**src/rtl/btn_cmd_pkg.sv**
```systemverilog
package btn_cmd_pkg;

    localparam int NUM_BTN = 3;

    typedef enum int {
        BTN_ON  = 0,
        BTN_OFF = 1,
        BTN_EMG = 2
    } btn_idx_e;

endpackage

```
**src/rtl/btn_debounce.sv**
```systemverilog
module btn_debounce #(
    parameter int DEBOUNCE_TICKS = 20
) (
    input  logic clk,
    input  logic rst_n,
    input  logic tick,
    input  logic raw,
    output logic level,
    output logic rise
);

    localparam int CNT_W = $clog2(DEBOUNCE_TICKS + 1);
    localparam logic [CNT_W-1:0] LAST = CNT_W'(DEBOUNCE_TICKS - 1);

    typedef struct packed {
        logic             level;
        logic             rise;
        logic [CNT_W-1:0] cnt;
    } deb_state_t;

    deb_state_t s_d, s_q;

    always_comb begin
        s_d      = s_q;
        s_d.rise = 1'b0;
        if (raw == s_q.level) begin
            s_d.cnt = '0;
        end else if (tick) begin
            if (s_q.cnt == LAST) begin
                s_d.level = raw;
                s_d.rise  = raw;
                s_d.cnt   = '0;
            end else begin
                s_d.cnt = s_q.cnt + 1'b1;
            end
        end
    end

    always_ff @(posedge clk or negedge rst_n) begin
        if (!rst_n) begin
            s_q <= '0;
        end else begin
            s_q <= s_d;
        end
    end

    assign level = s_q.level;
    assign rise  = s_q.rise;

endmodule

```
**src/rtl/hold_classifier.sv**
```systemverilog
module hold_classifier #(
    parameter int ORDERLY_TICKS = 3000,
    parameter int FORCED_TICKS  = 10000
) (
    input  logic clk,
    input  logic rst_n,
    input  logic tick,
    input  logic held,
    output logic orderly,
    output logic forced
);

    localparam int CNT_W = $clog2(FORCED_TICKS + 2);
    localparam logic [CNT_W-1:0] ORD_AT = CNT_W'(ORDERLY_TICKS - 1);
    localparam logic [CNT_W-1:0] FRC_AT = CNT_W'(FORCED_TICKS);
    localparam logic [CNT_W-1:0] SAT    = CNT_W'(FORCED_TICKS + 1);

    typedef struct packed {
        logic [CNT_W-1:0] cnt;
        logic             orderly;
        logic             forced;
    } hold_state_t;

    hold_state_t s_d, s_q;

    always_comb begin
        s_d         = s_q;
        s_d.orderly = 1'b0;
        s_d.forced  = 1'b0;
        if (!held) begin
            s_d.cnt = '0;
        end else if (tick && (s_q.cnt != SAT)) begin
            s_d.cnt = s_q.cnt + 1'b1;
            if (s_q.cnt == ORD_AT) begin
                s_d.orderly = 1'b1;
            end
            if (s_q.cnt == FRC_AT) begin
                s_d.forced = 1'b1;
            end
        end
    end

    always_ff @(posedge clk or negedge rst_n) begin
        if (!rst_n) begin
            s_q <= '0;
        end else begin
            s_q <= s_d;
        end
    end

    assign orderly = s_q.orderly;
    assign forced  = s_q.forced;

endmodule

```
**src/rtl/btn_cmd_decoder.sv**
```systemverilog
module btn_cmd_decoder
    import btn_cmd_pkg::*;
#(
    parameter int DEBOUNCE_TICKS = 20,
    parameter int ORDERLY_TICKS  = 3000,
    parameter int FORCED_TICKS   = 10000
) (
    input  logic clk,
    input  logic rst_n,
    input  logic tick,
    input  logic btn_on_raw,
    input  logic btn_off_raw,
    input  logic btn_emg_raw,
    output logic cmd_power_on,
    output logic cmd_power_off,
    output logic cmd_forced_off,
    output logic cmd_emergency
);

    logic [NUM_BTN-1:0] btn_raw;
    logic [NUM_BTN-1:0] btn_level;
    logic [NUM_BTN-1:0] btn_rise;

    assign btn_raw[BTN_ON]  = btn_on_raw;
    assign btn_raw[BTN_OFF] = btn_off_raw;
    assign btn_raw[BTN_EMG] = btn_emg_raw;

    for (genvar i = 0; i < NUM_BTN; i++) begin : g_deb
        btn_debounce #(
            .DEBOUNCE_TICKS(DEBOUNCE_TICKS)
        ) u_deb (
            .clk  (clk),
            .rst_n(rst_n),
            .tick (tick),
            .raw  (btn_raw[i]),
            .level(btn_level[i]),
            .rise (btn_rise[i])
        );
    end

    hold_classifier #(
        .ORDERLY_TICKS(ORDERLY_TICKS),
        .FORCED_TICKS (FORCED_TICKS)
    ) u_hold (
        .clk    (clk),
        .rst_n  (rst_n),
        .tick   (tick),
        .held   (btn_level[BTN_OFF]),
        .orderly(cmd_power_off),
        .forced (cmd_forced_off)
    );

    assign cmd_power_on  = btn_rise[BTN_ON];
    assign cmd_emergency = btn_rise[BTN_EMG];

endmodule

```
**config.mk**
```make
export PLATFORM = sky130hd
export DESIGN_NAME = btn_cmd_decoder
export DESIGN_NICKNAME = d
export VERILOG_FILES = /design/src/rtl/btn_cmd_pkg.sv /design/src/rtl/btn_debounce.sv /design/src/rtl/hold_classifier.sv /design/src/rtl/btn_cmd_decoder.sv
export SDC_FILE = /design/constraint.sdc
export NUM_CORES = 1
export LEC_CHECK = 0
export BUFFER_PORTS_ARGS = -buffer_cell sky130_fd_sc_hd__buf_4
export CORE_MARGIN = 1
export CORE_UTILIZATION = 50
export CTS_BUF_LIST = sky130_fd_sc_hd__clkbuf_8
export DETAILED_ROUTE_END_ITERATION = 10
export PLACE_DENSITY = 0.67
export SLEW_MARGIN = 0
export SYNTH_ARGS = -nofsm -noshare
export SYNTH_HDL_FRONTEND = slang
export SYNTH_SLANG_ARGS = --single-unit
```
**constraint.sdc**
```tcl
create_clock -name clk -period 2.6 [get_ports clk]
set_input_delay 0 -clock clk [delete_from_list [all_inputs] [get_ports clk]]
set_output_delay 0 -clock clk [all_outputs]
set_load 0.05 [all_outputs]
```
---- After elaboration in Yosys (flattened, before gate mapping) ----
Index checks and enable logic that the tools add are counted.
word-level totals
  bits in registers ....................... 36
  input bits .............................. 6
  output and inout port bits .............. 4
  word-level logic and storage cells ...... 53
operators by class
  add/sub/neg operators ................... 4
  equal/unequal tests ..................... 10
  muxes and demuxes ....................... 18
  bitwise logic cells ..................... 3
  reductions and logical operators ........ 7
operators with widths
  cell                     number
  $mux W5                  7
  $mux W16                 1
  $add A5 B1 Y5 const B    3
  $eq A5 B5 Y1 const B     3
  $add A14 B1 Y14 const B  1
  $eq A14 B12 Y1 const B   1
  $eq A14 B14 Y1 const B   1
  $mux W14                 1
  $ne A14 B14 Y1 const B   1
  $mux W6                  2
  $reduce_and A3 Y1        3
  $mux W1                  6
  $reduce_bool A2 Y1       3
  $eq A1 B1 Y1             3
  $not A1 Y1               3
  $mux W2                  1
  $ne A2 B1 Y1 const B     1
  $logic_and A1 B1 Y1      1

---- Logic depth before layout (Yosys ltp) ----
Gate-level depths: netlist of the first run.
  word-level depth ........................ 4
  mapped depth ............................ 6
  mapped depth without buffers ............ 5

---- Cells and area by module ----
A second synthesis of the first run with hierarchy kept.
unflattened totals
  cell total of the unflattened synthesis .. 177
  area, all modules ....................... 1908.1 µm²
by module, submodules not included
  module           times used  cells an instance  area each (µm²)  sequential area each (µm²)
  btn_debounce     3           29                 336.6            175.2
  hold_classifier  1           90                 898.4            400.4

---- Worst setup path after synthesis of the first run ----
Ideal clock, no wire load.
  path type ............................... register -> register
  start ................................... register u_hold.s_q[4] in the netlist's numbering
  end ..................................... register u_hold.s_q[15] in the netlist's numbering
  setup time .............................. 78 ps
  arrival time ............................ 1721 ps
  required time ........................... 2522 ps
  slack ................................... 802 ps
  stages on the path, launching flop included .. 6
  buffers on the path ..................... 1
  clock period less this slack ............ 1798 ps
  cell sequence ........................... dfrtp_1 -> nand2_2 -> or4_1 -> buf_2 -> or4_1 -> a21boi_1
between the ends
  longest elaborated chain between the ends .. 3
  elaborated cells on any way between the ends .. 6
  classes of those cells .................. 1 x add/sub; 2 x eq/ne; 2 x mux; 1 x reduce/logical
ends and longest elaborated chain
  what                                               RTL line                                      text
  from (decl)                                        hold_classifier.sv:24                         hold_state_t s_d, s_q;
  from (signal assigned)                             hold_classifier.sv:45                         s_q <= '0;
  from (signal assigned)                             hold_classifier.sv:47                         s_q <= s_d;
  $add A14 B1 Y14 or $ne A14 B14 Y1 (tied branches)  hold_classifier.sv:33, hold_classifier.sv:32
  $mux W16 or $logic_and A1 B1 Y1 (tied branches)    hold_classifier.sv:32                         end else if (tick && (s_q.cnt != SAT)) begin
  $mux W14 or $ne A2 B1 Y1 (tied branches)           n/a
Parallel ways exist; a longest one is shown, timed or not. The select of a mux whose other input is x is not followed.
A chain may end at the register's enable or synchronous reset.

---- Worst setup path after layout of the first run ----
Same ends and word-level chain as after synthesis.

==> results of run 1 <==
-- registers in the layout, summed over array words and instances, names as in the netlist --
register           cells
u_hold.s_q            14
g_deb.u_deb.level      3
g_deb.u_deb.rise       2
u_hold.orderly         1
g_deb.u_deb.s_q       15
u_hold.forced          1
-- placed cells by master (no fill, tap or decap), drive strengths merged, types with 4 or more instances in the layout --
cell / instances
inv: 5
dfrtp: 36
nor3: 9
nand2: 18
mux2i: 4
o21ai: 10
nor3b: 5
buf: 9
a21boi: 4
clkbuf: 5
nor2: 13
a21oi: 10
and2: 6
xnor2: 7
nand4: 7
dlygate4sd3: 4
nor2b: 6
xor2: 5
ha: 6
-- path summary, 6_finish.rpt --
path | startpoint | to | slack [ns]
min in group asynchronous | rst_n | g_deb[0].u_deb.rise$_DFF_PN0_ | 0.19
max | u_hold.s_q[4]$_DFFE_PN0P_ | u_hold.s_q[15]$_DFFE_PN0P_ | 0.66
max reg2reg | u_hold.s_q[4]$_DFFE_PN0P_ | u_hold.s_q[15]$_DFFE_PN0P_ | 0.66
min reg2reg | g_deb[2].u_deb.level$_DFFE_PN0P_ | g_deb[2].u_deb.rise$_DFF_PN0_ | 0.47
max in group asynchronous | rst_n | g_deb[2].u_deb.s_q[3]$_DFFE_PN0P_ | 2.10
min | tick | g_deb[0].u_deb.rise$_DFF_PN0_ | 0.09
-- through the flow --
| stage | setup slack [ns] | std cells | total power, mW | instance area, sq um | hold WS (ns) |
|---|---|---|---|---|---|
| 5_1_grt | 0.5693 | 247 | 1.162 | 2095 | 0.09899 |
| 6_report | 0.6565 | 247 | 1.116 | 2095 | 0.09070 |
| 2_1_floorplan | 0.8015 | 185 | 0.6112 | 1842 | -0.2956 |
| 3_5_place_dp | 0.6903 | 235 | 0.6350 | 1943 | -0.02287 |
| 3_3_place_gp | 0.7601 | 235 | 0.6325 | 1943 | -0.02409 |
| 4_1_cts | 0.6501 | 247 | 1.131 | 2095 | 0.08108 |
-- layer usage --
layer | vias to the layer above | global-route usage (%) | part of all wire, %
met4 | 0 | 9.302 | 1.9
li1 | 683 | - | -
met2 | 16 | 33.97 | 48
met1 | 683 | 23.81 | 47
met5 | - | 0 | 0
met3 | 6 | 5.109 | 3.1
-- repair_timing --
action / 4_1_cts / 5_1_grt
setup buffers: 0 / 0
hold endpoints to repair: 41 / 0
hold buffers: 4 / 0
-- cell families (layout without fill, tap and decap cells) --
| group | count (synthesis) | in the layout |
|---|---|---|
| compound gates | 28 | 28 |
| xor+xnor | 12 | 12 |
| fa+ha+maj | 6 | 6 |
| buf+inv | 10 | 26 |
| flops | 36 | 36 |
| mux | 7 | 7 |
| simple gates | 86 | 86 |
-- cell type report --
cell class                 instances  area (sq um)  share of cell area (%)
clock buffer                       5         68.82                   3.286
clock inverter                     3         42.54                   2.031
inverter                           5         21.27                   1.016
multi-input combinational        139         895.9                   42.77
sequential                        36         900.9                   43.01
tap                               46         57.56                   2.748
timing repair buffer              13         107.6                   5.137
-- worst min-delay path, delay by kind of cell --
family / cells / cell delay [ns]
simple gates: 2 / 0.15
buf+inv: 1 / 0.18
-- power groups by stage --
stage	clock, mW	sequential [mW]	combinational (mW)
floorplan	0	0.583	0.0282
global placement	0	0.584	0.0487
detailed placement	0	0.585	0.0503
CTS	0.503	0.574	0.0551
global route	0.525	0.575	0.0632
finish	0.488	0.574	0.0538
==> run_results.csv, run 1 <==
group,metric,value,unit
floorplanning,rows,21,
run_status,status,"completed",
cells_and_area,nNetsFinal,212,
setup_path,worstPathRequired,2.81,ns
logic_synthesis,synth_fa_ha_area_share,4.076,%
clocking,cts_buffers,5,
setup_path,crit_top_cell,"or4_1",
clocking,cts_tree,"built",
logic_synthesis,synth-seq-cells,36,
logic_synthesis,synth.most_common_cell,"dfrtp_1",
logic_synthesis,synth-simple-area-share,26.09,%
sta,maxSlewViolCount,0,
sta,worst_pin_slew,0.6141,ns
setup_path,cp_max_fo,8,
clocking,cts-root-buf,"clkbuf_8",
setup_path,worst-path-stages,4,
clocking,cts_resized,0,
worst_hold_path,hold_path_depth,3,
floorplanning,start_util,53.51,%
clocking,clk_pin_slew,0.08,ns
global_route,grt_pass1_vias,1444,
logic_synthesis,yosys-top-cells-count,"dfrtp_1 (36), nand2_1 (17), nor2_1 (13)",
logic_synthesis,synth_top_cell_area_share,48.91,%
route,antenna_left,0,
route,avgRoutedWirePerCell,13.60,um
logic_synthesis,synth_ff_type,"dfrtp_1",
power_and_ir_drop,power_frac_clock,43.8,%
logic_synthesis,synth_top_family_by_area,"simple AND/OR/NAND/NOR gates",
logic_synthesis,synth_area,0.001842,sq mm
sta,fin_worst_skew,0.009025,ns
sta,fin_crit,1.943,ns
sta,final.setup.tns,0,ns
logic_synthesis,syn-num-nets,197,
job,maxCapViolations,0,
floorplanning,die_h,62.69,um
placed_design,io_buffers,9,
worst_hold_path,min-delay-path-class,"input port to register",
power_and_ir_drop,pwr-share-comb,4.8,%
setup_path,cpMaxStageDelayCell,"or4_1",
logic_synthesis,synth_compound_area_share,8.764,%
logic_synthesis,ys_seq_area_share,48.91,%
route,drtIter0Drc,102,
logic_synthesis,synthMuxAreaShare,4.008,%
sta,grt_setup_unrepaired,"no",
power_and_ir_drop,ir_drop,0.0003976,V
clocking,htree_levels,2,
cells_and_area,fill_cells,291,
logic_synthesis,synth_cell_types,37,
floorplanning,core_area,0.003442,sq mm
cells_and_area,drive_gt1_share,11.44,%
logic_synthesis,ys.warnings.count,0,
floorplanning,fp.dieArea,0.003930,sq mm
power_and_ir_drop,leakage,0.9108,nW
global_route,antenna_found_initial,0,
setup_path,crit_path_max_incr_delay,0.63,ns
sta,setup_viol,0,
route,vias,1388,
setup_path,path_buf_inv,0,
logic_synthesis,netlist_top_cells_area,"dfrtp_1 (49%), ha_1 (4.1%), nand2_1 (3.5%)",
setup_path,critPathArrivalTime,2.15,ns
global_route,grt_remaining_overflow,0,
cells_and_area,diodes,0,
setup_path,cpLargestDelayFamily,"simple AND/OR/NAND/NOR gates",
logic_synthesis,yosysTopAreaCell,"dfrtp_1",
logic_synthesis,synth-edff-count,0,
floorplanning,ioPinCount,10,
clocking,cts_sinks,36,
route,via_per_inst,5.619,
floorplanning,fp.dieW,62.69,um
clocking,clock_latency,0.29,ns
logic_synthesis,synth_cells,185,
power_and_ir_drop,net-switching-power,0.2442,mW
logic_synthesis,synth-xor-area-share,5.707,%
power_and_ir_drop,power_density,532.8,mW/mm^2
logic_synthesis,avgSynthCellArea,9.955,sq um
sta,finalHoldViolations,0,
route,wl,3358,um
route,drt_first_pass_iters,4,
cells_and_area,synthToLayoutAreaGrowth,13.72,%
setup_path,worstSetupPathType,"register to register",
sta,clock.fmax,0.5145,GHz
logic_synthesis,ys_async_sr_fraction,100.0,%
cells_and_area,final_core_util,60.85,%
sta,slew_headroom,59.06,%
global_route,grt_usage,20.08,%
power_and_ir_drop,p_seq_share,51.4,%
placed_design,dp_hpwl,2341,um
sta,post-route-period-util,74.75,%
setup_path,r2r_cells,4,
setup_path,crit_chain,"nand2_2 -> or4_1 -> or4_1 -> a21boi_1",
global_route,grt_max_degree,37,
placed_design,finalWeightedCongestion,0.8199,
setup_path,crit_path_end_kind,"register",
clocking,cts_buffer_depth,2,
power_and_ir_drop,switching_share,21.89,%
global_route,grt_pass1_wl,6134,um
setup_path,critPathLaunchType,"register",
route,drcViolationCount,0,
power_and_ir_drop,p_int,0.8718,mW
Note: power is estimated with default switching activity, not from simulation.
==> run 2, diff against run 1 <==
- ABC_AREA: not set -> 1
- clock period: 2.6 -> 1.9 ns (I/O delays scaled with it)
==> run_results.csv, run 2 <==
group,metric,value,unit
logic_synthesis,avgSynthCellArea,8.268,sq um
setup_path,critPathLaunchType,"register",
global_route,grt_usage,20.47,%
cells_and_area,largest_register_ff_count,15,
global_route,antenna_found_initial,0,
route,wl,3867,um
placed_design,io_buffers,9,
placed_design,dp_hpwl,2751,um
clocking,cts_setup_buffers,0,
setup_path,crit-reg2reg-launch,"u_hold.s_q[3]$_DFFE_PN0P_",
route,avgRoutedWirePerCell,11.97,um
sta,slew_headroom,70.05,%
floorplanning,fp.dieW,66.94,um
floorplanning,die_h,66.94,um
sta,clock.fmax,0.6644,GHz
global_route,grt_max_degree,37,
sta,final.setup.tns,0,ns
setup_path,critPathArrivalTime,1.73,ns
logic_synthesis,yosys-top-cells-count,"nand2_1 (60), dfrtp_1 (36), nand3_1 (27)",
route,vias,1661,
cells_and_area,largest_register,"g_deb.u_deb.s_q",
logic_synthesis,synth_cell_types,28,
setup_path,crit_chain,"inv_1 -> ha_1 -> inv_1 -> nor2_1 -> nand2_2 -> nor2_4 -> nor2_8 -> nor2_8 -> nand2_1 -> nand2_1",
logic_synthesis,yosysTopAreaCell,"dfrtp_1",
clocking,cts_tree,"built",
clocking,cts_hold_buffers,4,
logic_synthesis,netlist_top_cells_area,"dfrtp_1 (43%), nand2_1 (11%), nand3_1 (6.4%)",
logic_synthesis,syn-num-nets,267,
sta,fin_crit,1.505,ns
clocking,cts_resized,0,
logic_synthesis,synth-seq-cells,36,
sta,finalHoldViolations,0,
floorplanning,start_util,52.33,%
floorplanning,core_area,0.004029,sq mm
logic_synthesis,ys_seq_area_share,42.73,%
job,maxCapViolations,0,
power_and_ir_drop,power_density,693.8,mW/mm^2
placed_design,finalWeightedCongestion,0.8338,
worst_hold_path,hp-start,"tick",
global_route,grt_remaining_overflow,0,
sta,maxSlewViolCount,0,
clocking,clock_latency,0.29,ns
cells_and_area,drive_gt1_share,15.38,%
logic_synthesis,ys.warnings.count,0,
logic_synthesis,synth_top_cell_area_share,42.73,%
setup_path,worstPathRequired,2.13,ns
logic_synthesis,synth_area,0.002108,sq mm
worst_hold_path,min-delay-path-class,"input port to register",
logic_synthesis,ys_async_sr_fraction,100.0,%
sta,worst_pin_slew,0.4492,ns
cells_and_area,diodes,0,
sta,post-route-period-util,79.21,%
cells_and_area,nNetsFinal,284,
setup_path,worstSetupPathType,"register to register",
clocking,clk_pin_slew,0.07,ns
cells_and_area,final_cell_mix,"nand2_1 (60), dfrtp_1 (36), inv_1 (27), nand3_1 (27), nor2_1 (20)",
power_and_ir_drop,leakage,1.085,nW
clocking,cts_sinks,36,
cells_and_area,synthToLayoutAreaGrowth,11.63,%
logic_synthesis,synth.most_common_cell,"nand2_1",
sta,setup_viol,0,
clocking,cts_buffers,5,
sta,grt_setup_unrepaired,"no",
global_route,grt_pass1_wl,6803,um
setup_path,startpoint,"u_hold.s_q[3]$_DFFE_PN0P_",
clocking,cts_buffer_depth,2,
route,via_per_inst,5.142,
global_route,grt_pass1_vias,1517,
sta,fin_worst_skew,0.006805,ns
route,antenna_left,0,
route,drcViolationCount,0,
power_and_ir_drop,power,1.633,mW
setup_path,cpMaxStageDelayCell,"dfrtp_1",
run_status,status,"completed",
floorplanning,rows,23,
logic_synthesis,synth_cells,255,
floorplanning,fp.dieArea,0.004480,sq mm
route,drt_first_pass_iters,4,
power_and_ir_drop,ir_drop,0.0004122,V
clocking,cts-root-buf,"clkbuf_8",
cells_and_area,final_common_cell,"nand2_1",
setup_path,cp_max_fo,14,
clocking,htree_levels,2,
route,drtIter0Drc,147,
setup_path,crit_path_end_kind,"register",
logic_synthesis,synth_ff_type,"dfrtp_1",
setup_path,crit_path_max_incr_delay,0.40,ns
logic_synthesis,synth-edff-count,0,
floorplanning,ioPinCount,10,
==> run 2: cell types whose count changed after synthesis, moves of 6 or more <==
cell	change
and2_1	-6
nor3_1	-8
nor2b_1	-6
xor2_1	+7
nand2_1	+43
a21oi_1	-10
inv_1	+22
o22ai_1	+6
nand3_1	+25
nor2_1	+7
==> run 2: cell type report <==
class / instances / area, sq um
fillers: 352 / 1675
clock buffers: 5 / 68.82
flip-flops and latches: 36 / 900.9
multi-input cells: 185 / 1055
well taps: 50 / 62.56
repair buffers: 14 / 115.1
clock inverters: 3 / 38.79
inverters: 30 / 112.6
==> run 2: worst max-delay path: cells and delay by family, from the launching register on <==
kind          cells  cell delay, ns
simple gates      7            0.74
flops             1            0.40
fa+ha+maj         1            0.16
buf+inv           2            0.15
==> run 2: path summary, 6_finish.rpt <==
path	cells past startpoint	to	slack [ns]
max in group asynchronous	2	u_hold.forced$_DFF_PN0_	1.38
worst min-delay path	3	g_deb[1].u_deb.s_q[1]$_DFFE_PN0P_	0.03
worst max register to register	10	u_hold.s_q[6]$_DFFE_PN0P_	0.39
worst min register to register	2	g_deb[0].u_deb.level$_DFFE_PN0P_	0.52
min in group asynchronous	2	g_deb[0].u_deb.s_q[3]$_DFFE_PN0P_	0.21
worst max-delay path	10	u_hold.s_q[6]$_DFFE_PN0P_	0.39
==> run 2: kinds of logic after synthesis <==
family | after synthesis | share of synthesized area, %
and+or+nand+nor | 140 | 33.71
adders and majority gates | 6 | 3.561
buffers and inverters | 34 | 7.240
xor gates and xnor gates | 15 | 6.232
AOI/OAI and AO/OA | 24 | 6.529
DFF | 36 | 42.73
==> run 2: through the flow <==
| step | cell area, sq um | instances | hold WS (ns) | worst slack, ns | utilization, % |
|---|---|---|---|---|---|
| floorplan | 2108 | 255 | -0.2956 | 0.5276 | - |
| global placement | 2206 | 311 | -0.009615 | 0.4383 | 54.75 |
| detailed placement | 2206 | 311 | -0.01004 | 0.4002 | 54.75 |
| CTS | 2354 | 323 | 0.02064 | 0.3788 | 58.42 |
| global route | 2354 | 323 | 0.01711 | 0.2572 | 58.42 |
| finish | 2354 | 323 | 0.02574 | 0.3950 | 58.42 |
==> run 2: per-layer routing <==
layer | part of all wire [%] | GRT usage, % | wire length (um) | vias to the layer above
met1 | 49 | 27.10 | 1914 | 769
met4 | 0.72 | 7.979 | 28 | 0
met5 | 0 | 0 | 0 | -
met3 | 3.6 | 6.164 | 139 | 2
li1 | - | - | - | 871
met2 | 46 | 30.93 | 1785 | 19
==> run 2: report_power, final <==
part / switching [mW] / internal (mW) / leakage (nW)
combinational: 0.103 / 0.0561 / 0.533
clock: 0.276 / 0.384 / 0.0593
sequential: 0.0237 / 0.790 / 0.493
total: 0.403 / 1.23 / 1.09
==> run 3, diff against run 2 <==
- ABC_AREA: 1 -> 0
- clock period: 1.9 -> 1.5 ns (I/O delays scaled with it)
==> run_results.csv, run 3 (same netlist as run 1, synthesis figures left out) <==
group,metric,value,unit
cells_and_area,nNetsFinal,245,
setup_path,worstSetupPathType,"register to register",
setup_path,crit-reg2reg-launch,"u_hold.s_q[3]$_DFFE_PN0P_",
floorplanning,ioPinCount,10,
global_route,antenna_found_initial,0,
floorplanning,core_area,0.003442,sq mm
clocking,cts_buffer_depth,2,
sta,whs,0.1951,ns
placed_design,post-place-ws,-0.1613,ns
floorplanning,rows,21,
cells_and_area,final_common_cell,"buf_4",
sta,slew_headroom,70.73,%
sta,finalHoldViolations,0,
setup_path,crit_path_end_kind,"register",
power_and_ir_drop,leakage,1.107,nW
placed_design,dp.cells,261,
placed_design,finalWeightedCongestion,0.8201,
global_route,grt_remaining_overflow,0,
run_status,violations,"setup timing",
route,vias,1550,
global_route,grt_usage,23.89,%
setup_path,critPathArrivalTime,1.82,ns
sta,fin_crit,1.634,ns
clocking,clock_latency,0.29,ns
cells_and_area,largest_register,"g_deb.u_deb.s_q",
sta,fin_worst_skew,0.004146,ns
cells_and_area,final_core_util,71.10,%
cells_and_area,drive_gt1_share,30.47,%
sta,clock.fmax,0.6120,GHz
clocking,cts_sinks,36,
clocking,clk_pin_slew,0.07,ns
setup_path,rr_endpoint,"u_hold.s_q[2]$_DFFE_PN0P_",
sta,final.setup.tns,-0.7022,ns
floorplanning,fp.dieArea,0.003930,sq mm
route,avgRoutedWirePerCell,15.28,um
sta,maxSlewViolCount,0,
route,drcViolationCount,0,
route,drtIter0Drc,63,
route,via_per_inst,5.556,
setup_path,r2r_cells,8,
route,wl,4262,um
sta,grt_setup_unrepaired,"yes",
clocking,cts-root-buf,"clkbuf_8",
cells_and_area,synthToLayoutAreaGrowth,32.88,%
setup_path,critPathLaunchType,"register",
placed_design,io_buffers,9,
sta,worst_pin_slew,0.4359,ns
clocking,cts_tree,"built",
clocking,htree_levels,2,
power_and_ir_drop,ir_drop,0.0007127,V
run_status,status,"finished, violations left",
route,drt_first_pass_iters,4,
global_route,grt_pass1_vias,1653,
cells_and_area,diodes,0,
route,antenna_left,0,
job,maxCapViolations,0,
floorplanning,die_h,62.69,um
cells_and_area,final_cells,279,
floorplanning,start_util,53.51,%
worst_hold_path,min-delay-path-class,"input port to asynchronous set/reset pin",
sta,post-route-period-util,108.9,%
setup_path,worstPathRequired,1.69,ns
placed_design,dp_hpwl,2790,um
clocking,cts_buffers,5,
floorplanning,fp.dieW,62.69,um
cells_and_area,final_cell_mix,"buf_4 (41), dfrtp_1 (36), nand2_1 (15), nor2_1 (13), a21oi_1 (10)",
sta,fin_ws,-0.1341,ns
sta,setup_viol,13,
global_route,grt_max_degree,37,
power_and_ir_drop,power_density,759.3,mW/mm^2
setup_path,r2r_setup_slack,-0.13,ns
global_route,grt_pass1_wl,7162,um
setup_path,cp_max_fo,4,
cells_and_area,largest_register_ff_count,15,
## run 3: changes by cell type in the layout (fill, tap and decap cells not counted), moves of 10 or more
cell     change
a21oi_1     +10
buf_4       +31
inv_1       -24
nand2_1     -45
nand3_1     -25
## run 3: layer usage
metal	track usage (%)	part of all wire (%)
met1	26.05	42
met2	42.53	52
met3	6.569	2.8
met4	11.34	3.1
met5	0	0
## run 3: what timing repair did
action / in CTS / in global routing
setup endpoints to repair: 14 / 23
resized for setup: 9 / 17
buffers inserted: 4 / 3
hold buffers: 4 / 0
endpoints found under the hold margin: 41 / 0
pin swaps: 7 / 4
## run 3: layout make-up
| type | instances | area, sq um |
|---|---|---|
| flip-flops and latches | 36 | 900.9 |
| multi-input cells | 139 | 1012 |
| clock buffers | 7 | 96.34 |
| fillers | 230 | 994.7 |
| inverters | 5 | 21.27 |
| well taps | 46 | 57.56 |
| repair buffers | 46 | 359.1 |
## run 3: how the worst max path moves through the flow
stage,startpoint,end,slack (ns),cells past startpoint
after CTS,u_hold.s_q[2]$_DFFE_PN0P_,u_hold.s_q[15]$_DFFE_PN0P_,-0.1,4
after global placement,u_hold.s_q[3]$_DFFE_PN0P_,u_hold.s_q[15]$_DFFE_PN0P_,-0.09,4
final,u_hold.s_q[3]$_DFFE_PN0P_,u_hold.s_q[2]$_DFFE_PN0P_,-0.13,8
after global routing,u_hold.s_q[3]$_DFFE_PN0P_,u_hold.s_q[2]$_DFFE_PN0P_,-0.18,8
after floorplan,u_hold.s_q[5]$_DFFE_PN0P_,u_hold.s_q[15]$_DFFE_PN0P_,-0.17,5
after detailed placement,u_hold.s_q[3]$_DFFE_PN0P_,u_hold.s_q[15]$_DFFE_PN0P_,-0.16,5
## run 3: per-stage QoR
| step | power [mW] | instance area (sq um) |
|---|---|---|
| after CTS | 1.870 | 2331 |
| after global routing | 1.918 | 2447 |
| final | 1.858 | 2447 |
| after detailed placement | 1.113 | 2138 |
| after floorplan | 1.059 | 1848 |
| after global placement | 1.106 | 2138 |
## run 3: report_power, final
part	switching, mW	internal [mW]	total (mW)
Combinational	0.0638	0.0474	0.111
Clock	0.344	0.409	0.753
Sequential	0.0115	0.982	0.994
Total	0.419	1.44	1.86
## run 3: worst max-delay path, stage by stage (launching register included)
cell	delay (ns)
dfrtp_1	0.42
buf_4	0.16
buf_4	0.13
inv_2	0.05
ha_2	0.18
a41oi_2	0.14
buf_4	0.19
xnor2_1	0.11
and2_1	0.15
